`src/rtl/sreq_pkg.sv`:
```
package sreq_pkg;
  localparam logic [1:0] CGS_INIT = 2'b00;

  typedef enum logic [2:0] {
    SEL_ANY   = 3'b000,
    SEL_ALL   = 3'b001,
    SEL_LANE0 = 3'b010,
    SEL_LANE1 = 3'b011
  } sel_mode_e;
endpackage

```
`src/rtl/sreq_lane_flags.sv`:
```
module sreq_lane_flags #(
  parameter int N_LANES = 4
) (
  input  logic [2*N_LANES-1:0] lane_state_i,
  output logic [N_LANES-1:0]   in_init_o
);
  import sreq_pkg::*;

  for (genvar g = 0; g < N_LANES; g++) begin : g_lane
    assign in_init_o[g] = (lane_state_i[2*g +: 2] == CGS_INIT);
  end
endmodule

```
`src/rtl/sreq_select.sv`:
```
module sreq_select #(
  parameter int N_LANES = 4
) (
  input  logic               clk_i,
  input  logic               rst_ni,
  input  logic [N_LANES-1:0] in_init_i,
  input  logic [2:0]         sel_i,
  output logic               req_o
);
  import sreq_pkg::*;

  always_comb begin
    unique case (sel_i)
      SEL_ALL:   req_o = &in_init_i;
      SEL_LANE0: req_o = in_init_i[0];
      SEL_LANE1: req_o = in_init_i[1];
      default:   req_o = |in_init_i;  // any-lane, also for spare codes
    endcase
  end

  p_all_r4: assert property (@(posedge clk_i) disable iff (!rst_ni)
    (sel_i == 3'b001 && req_o) |-> ($countones(in_init_i) == N_LANES));
  p_any_r3: assert property (@(posedge clk_i) disable iff (!rst_ni)
    (sel_i[2] || sel_i == 3'b000) |-> (req_o == (in_init_i != '0)));
  p_lane_r5: assert property (@(posedge clk_i) disable iff (!rst_ni)
    (sel_i == 3'b011 && in_init_i[1]) |-> req_o);
endmodule

```
`src/rtl/sreq_hold.sv`:
```
module sreq_hold #(
  parameter int HOLD_CYCLES = 2
) (
  input  logic clk_i,
  input  logic rst_ni,
  output logic hold_o
);
  localparam int CW = $clog2(HOLD_CYCLES + 1);
  localparam logic [CW-1:0] CNT_INIT = CW'(HOLD_CYCLES);

  logic [CW-1:0] cnt_q;

  always_ff @(posedge clk_i or negedge rst_ni) begin
    if (!rst_ni)           cnt_q <= CNT_INIT;
    else if (cnt_q != '0)  cnt_q <= cnt_q - 1'b1;
  end

  assign hold_o = (cnt_q != '0);

  p_hold_after_rst_r1: assert property (@(posedge clk_i) disable iff (!rst_ni)
    !$past(rst_ni) |-> hold_o);
  p_release_sticky_r7: assert property (@(posedge clk_i) disable iff (!rst_ni)
    !hold_o |=> !hold_o);
endmodule

```
`src/rtl/sync_req_gen.sv`:
```
module sync_req_gen #(
  parameter int N_LANES     = 4,
  parameter int HOLD_CYCLES = 2
) (
  input  logic                 clk_i,
  input  logic                 rst_ni,
  input  logic [2*N_LANES-1:0] lane_state_i,
  input  logic [2:0]           sel_i,
  input  logic                 pol_i,
  input  logic                 init_lvl_i,
  output logic                 sync_o
);
  logic [N_LANES-1:0] in_init;
  logic               sel_req;
  logic               req_q;
  logic               hold;
  logic               req_eff;

  initial begin
    if (N_LANES < 2)     $error("N_LANES must be at least 2");
    if (HOLD_CYCLES < 1) $error("HOLD_CYCLES must be at least 1");
  end

  sreq_lane_flags #(.N_LANES(N_LANES)) u_flags (
    .lane_state_i (lane_state_i),
    .in_init_o    (in_init)
  );

  sreq_select #(.N_LANES(N_LANES)) u_select (
    .clk_i     (clk_i),
    .rst_ni    (rst_ni),
    .in_init_i (in_init),
    .sel_i     (sel_i),
    .req_o     (sel_req)
  );

  sreq_hold #(.HOLD_CYCLES(HOLD_CYCLES)) u_hold (
    .clk_i  (clk_i),
    .rst_ni (rst_ni),
    .hold_o (hold)
  );

  // registered request removes glitches from simultaneous lane changes
  always_ff @(posedge clk_i or negedge rst_ni) begin
    if (!rst_ni) req_q <= 1'b0;
    else         req_q <= sel_req;
  end

  // init level and polarity are static config, so mixing after the flop is safe
  assign req_eff = hold ? init_lvl_i : req_q;
  assign sync_o  = pol_i ? req_eff : ~req_eff;

  p_track_r8: assert property (@(posedge clk_i) disable iff (!rst_ni)
    (!hold && $past(rst_ni) && $stable(pol_i)) |->
      (sync_o == (pol_i ? $past(sel_req) : !$past(sel_req))));
  p_init_ignored_r7: assert property (@(posedge clk_i) disable iff (!rst_ni)
    (!hold && $past(!hold) && $stable(pol_i) && $stable(req_q)) |-> $stable(sync_o));
endmodule

```
`config.mk`:
```
export PLATFORM = sky130hd
export DESIGN_NAME = sync_req_gen
export DESIGN_NICKNAME = d
export VERILOG_FILES = /design/src/rtl/sreq_pkg.sv /design/src/rtl/sreq_lane_flags.sv /design/src/rtl/sreq_select.sv /design/src/rtl/sreq_hold.sv /design/src/rtl/sync_req_gen.sv
export SDC_FILE = /design/constraint.sdc
export NUM_CORES = 1
export LEC_CHECK = 0
export ABC_CLOCK_PERIOD_IN_PS = 2270
export BUFFER_PORTS_ARGS = -buffer_cell sky130_fd_sc_hd__clkbuf_2
export CAP_MARGIN = 20
export CORE_AREA = 2 2 39 41
export DETAILED_ROUTE_END_ITERATION = 7
export DIE_AREA = 0 0 41 43
export PLACE_DENSITY_LB_ADDON = 0.1
export SETUP_SLACK_MARGIN = 0.3
export SYNTH_ARGS = -nofsm -noshare
export SYNTH_HDL_FRONTEND = slang
export SYNTH_HIERARCHICAL = 1
export SYNTH_SLANG_ARGS = --single-unit
```
`constraint.sdc`:
```
create_clock -name clk_i -period 2.27 [get_ports clk_i]
set_clock_uncertainty 0.05 [all_clocks]
set_input_delay 0.681 -clock clk_i [delete_from_list [all_inputs] [get_ports clk_i]]
set_output_delay 0.681 -clock clk_i [all_outputs]
set_load 0.02 [all_outputs]
```
==> impl_metrics.xml <==
<?xml version="1.0" encoding="UTF-8"?>
<metrics>
  <group name="power_and_ir_drop">
    <metric name="leakage" unit="uW">0.0001744</metric>
    <metric name="report.power.total" unit="uW">192.1</metric>
    <metric name="powerDensity" unit="mW/mm2">535.1</metric>
    <metric name="comb_power_share" unit="%">21.9</metric>
    <metric name="p_sw_share" unit="%">23.99</metric>
    <metric name="power_share_of_the_sequential_group" unit="%">29.7</metric>
    <metric name="netSwitchingPower" unit="uW">46.09</metric>
    <metric name="ir_worst_vdd" unit="mV">0.09977</metric>
    <metric name="power.clock.fraction" unit="%">48.5</metric>
    <metric name="cell_internal_pwr" unit="uW">146.1</metric>
  </group>
  <group name="clock_tree">
    <metric name="clock_sink_count" unit="">3</metric>
    <metric name="clkLatencyLatePin" unit="ps">230</metric>
    <metric name="cts.clk_slew.worst_paths" unit="ps">40</metric>
    <metric name="cts_hold_buffers" unit="">0</metric>
    <metric name="h-tree-depth" unit="">1</metric>
    <metric name="clk_root_buf" unit="">clkbuf_4</metric>
    <metric name="tritoncts" unit="">built</metric>
    <metric name="cts_buffer_count" unit="">3</metric>
    <metric name="cts.path.max_buffers" unit="">2</metric>
  </group>
  <group name="worst_setup_path">
    <metric name="critical_path_arrival" unit="ps">1540</metric>
    <metric name="cp_max_stage_cell" unit="">dfstp_2</metric>
    <metric name="crit_buf_inv" unit="">3</metric>
    <metric name="crit_path_start_kind" unit="">flip-flop</metric>
    <metric name="reg2regPathDepth" unit="">4</metric>
    <metric name="start_to_end_type_of_the_worst_setup_path" unit="">reg -&gt; out</metric>
    <metric name="cp.depth" unit="">6</metric>
    <metric name="worst_path_most_repeated_cell" unit="">inv_2</metric>
    <metric name="worstPathCellList" unit="">inv_2 -&gt; ha_4 -&gt; inv_2 -&gt; mux2i_2 -&gt; xor2_2 -&gt; clkbuf_8</metric>
    <metric name="critPathRequiredTime" unit="ps">1540</metric>
    <metric name="critPathTopFamily" unit="">flip-flops</metric>
    <metric name="rr_startpoint" unit="">u_hold/cnt_q[1]$_DFFE_PN1P_</metric>
    <metric name="launch_point_of_the_critical_path" unit="">u_hold/cnt_q[1]$_DFFE_PN1P_</metric>
    <metric name="crit_path_max_fanout" unit="">2</metric>
    <metric name="worst_path_largest_cell_delay" unit="ps">530</metric>
    <metric name="end_kind" unit="">primary output</metric>
  </group>
  <group name="die">
    <metric name="die_w" unit="um">41</metric>
    <metric name="design.portCount" unit="">16</metric>
    <metric name="die_ar" unit="mm2">0.001763</metric>
    <metric name="core-area" unit="mm2">0.001384</metric>
    <metric name="die_height" unit="um">43</metric>
    <metric name="start_util" unit="%">14.29</metric>
    <metric name="rows" unit="">14</metric>
  </group>
  <group name="grt">
    <metric name="grt_remaining_overflow" unit="">0</metric>
    <metric name="first_pass_grt_wire_length" unit="um">779</metric>
    <metric name="grt_antenna_before_repair" unit="">0</metric>
    <metric name="grt_start_max_net_pins" unit="">4</metric>
    <metric name="grt_use_total" unit="%">7.615</metric>
    <metric name="grt_pass1_vias" unit="">225</metric>
  </group>
  <group name="synth">
    <metric name="syn_nets" unit="">39</metric>
    <metric name="muxShareOfSynthArea" unit="%">5.063</metric>
    <metric name="synth_seq_area_share" unit="%">38.61</metric>
    <metric name="post_synth.cell_area_avg" unit="um2">8.595</metric>
    <metric name="yosys.area_share.simple" unit="%">21.52</metric>
    <metric name="yosys.area_share.adder" unit="%">6.329</metric>
    <metric name="main_combinational_cell_family_by_area_after_synthesis" unit="">simple AND/OR/NAND/NOR gates</metric>
    <metric name="post_synth_xor_area_fraction" unit="%">13.29</metric>
    <metric name="syn-instance-count" unit="">23</metric>
    <metric name="synth_area" unit="um2">197.7</metric>
    <metric name="yosys_warnings" unit="">6</metric>
    <metric name="netlist-cell-type-count" unit="">15</metric>
    <metric name="synth_compound_gate_area_share" unit="%">9.494</metric>
    <metric name="yosys_register_bits" unit="">3</metric>
  </group>
  <group name="sta">
    <metric name="drv_slew" unit="">0</metric>
    <metric name="totalNegativeSetupSlack" unit="ps">-4.463</metric>
    <metric name="timing.slew.headroom" unit="%">86.57</metric>
    <metric name="whs" unit="ps">187.9</metric>
    <metric name="final_period_minus_worst_setup_slack" unit="ps">2274</metric>
    <metric name="fin_ws" unit="ps">-4.463</metric>
    <metric name="grt_setup_unrepaired" unit="">true</metric>
    <metric name="tightestPinTransition" unit="ps">197.6</metric>
    <metric name="report.final.hold_viol_count" unit="">0</metric>
    <metric name="min_period_over_period" unit="%">100.2</metric>
    <metric name="fmax" unit="GHz">0.4397</metric>
    <metric name="finalSetupViolations" unit="">1</metric>
  </group>
  <group name="flow_run">
    <metric name="cap_viol_max_count" unit="">0</metric>
  </group>
  <group name="drt">
    <metric name="detail_route.wl_per_cell" unit="um">7.949</metric>
    <metric name="highest_layer" unit="">met3</metric>
    <metric name="drtPass1Iterations" unit="">1</metric>
    <metric name="met2WireLength" unit="um">256</metric>
    <metric name="ant_nets" unit="">0</metric>
    <metric name="viasPerCell" unit="">3.915</metric>
    <metric name="drcViolationCount" unit="">0</metric>
    <metric name="drt-total-wl" unit="um">469</metric>
    <metric name="met1Wirelength" unit="um">162</metric>
    <metric name="routed-via-count" unit="">231</metric>
    <metric name="wl_met3" unit="um">50</metric>
    <metric name="drt-initial-drc-count" unit="">0</metric>
  </group>
  <group name="run_status">
    <metric name="run_status" unit="">complete, but fails checks</metric>
    <metric name="violations" unit="">setup timing</metric>
  </group>
  <group name="final_layout">
    <metric name="nets" unit="">60</metric>
    <metric name="mostFrequentLayoutCell" unit="">clkbuf_2</metric>
    <metric name="instances_no_fill" unit="">59</metric>
    <metric name="diodes" unit="">0</metric>
    <metric name="mostFrequentLayoutCells" unit="">14 x clkbuf_2, 4 x nor2_1, 3 x clkbuf_4</metric>
    <metric name="post_route_cells_drive_above_1_share" unit="%">58.14</metric>
    <metric name="synthToLayoutAreaGrowth" unit="%">81.64</metric>
    <metric name="fillers" unit="">164</metric>
    <metric name="final_util" unit="%">25.95</metric>
  </group>
  <group name="place">
    <metric name="place.detailed.hpwl" unit="um">406.8</metric>
    <metric name="gpl.final_weighted_congestion" unit="">0.6296</metric>
    <metric name="place_inst" unit="">54</metric>
    <metric name="numPortBuffers" unit="">15</metric>
  </group>
  <group name="min_path">
    <metric name="hold_path.class" unit="">in -&gt; async</metric>
  </group>
</metrics>
-- power by group through the flow --
stage | clock network (uW) | registers (uW) | logic [uW]
2_1_floorplan | 0 | 57.5 | 19.3
3_3_place_gp | 0 | 57.6 | 36.9
3_5_place_dp | 0 | 57.7 | 37.8
4_1_cts | 99.2 | 57.1 | 42.6
5_1_grt | 106 | 57.0 | 46.9
6_report | 93.2 | 57.0 | 42.0
-- worst reg2reg max path: stages, from the launching register on --
cell and delay, ps:
dfstp_2 530, inv_2 40, ha_4 150, buf_4 140, xnor2_1 120
-- cell usage after synthesis (all sizes together) --
cell type / instances / area [um2]
xnor2: 2 / 17.52
xor2: 1 / 8.760
a221oi: 1 / 8.760
nand2: 1 / 3.750
or2b: 1 / 7.510
nor3: 2 / 10.01
nor2: 4 / 15.01
inv: 3 / 11.26
a21oi: 1 / 5.000
dfstp: 1 / 26.28
dfrtp: 2 / 50.05
o21ai: 1 / 5.000
mux2i: 1 / 10.01
ha: 1 / 12.51
or3: 1 / 6.260
-- flip-flops by register name (all words and copies together) (netlist names) --
signal,cells
req_q,1
u_hold/cnt_q,2
-- timing repair --
action                                  in CTS  in global routing
endpoints found under the setup margin       1                  1
resized for setup                            2                  0
pin swaps                                    2                  0
buffers inserted                             1                  0
-- worst paths after layout --
check                                              endpoint  slack, ps
worst max register to register  u_hold/cnt_q[0]$_DFFE_PN0P_       1140
worst min register to register  u_hold/cnt_q[0]$_DFFE_PN0P_        420
min in group clk_i              u_hold/cnt_q[0]$_DFFE_PN0P_        420
max in group asynchronous       u_hold/cnt_q[1]$_DFFE_PN1P_       1780
worst min-delay path            u_hold/cnt_q[0]$_DFFE_PN0P_        190
worst max-delay path                                 sync_o         -4
-- layer usage --
| layer | vias up | global-route usage, % |
|---|---|---|
| li1 | 114 | - |
| met1 | 103 | 4.792 |
| met2 | 14 | 11.56 |
| met3 | 0 | 4.712 |
| met4 | 0 | 10.00 |
| met5 | - | 0 |
-- cells by family (layout without fill, tap and decap cells) --
logic type | count (synthesis) | in the layout
muxes | 1 | 1
DFF | 3 | 3
buffers and inverters | 3 | 23
xor gates and xnor gates | 3 | 3
AOI/OAI and AO/OA | 3 | 3
and+or+nand+nor | 9 | 9
adders and majority gates | 1 | 1
-- final cells by class --
cell class                 instances  area [um2]  area share (%)
sequential                         3       76.32           21.25
clock buffer                       4       26.28           7.317
timing repair buffer              16       91.34           25.44
tap                               16       20.02           5.575
inverter                           3       11.26           3.136
multi-input combinational         17       133.9           37.28
-- stage by stage --
step	setup slack, ps	instance area, um2
floorplan	261.9	221.5
global placement	196.3	316.6
detailed placement	192.1	316.6
CTS	-29.76	359.1
global route	-96.70	359.1
finish	-4.463	359.1
(Power assumes the default switching activity.)
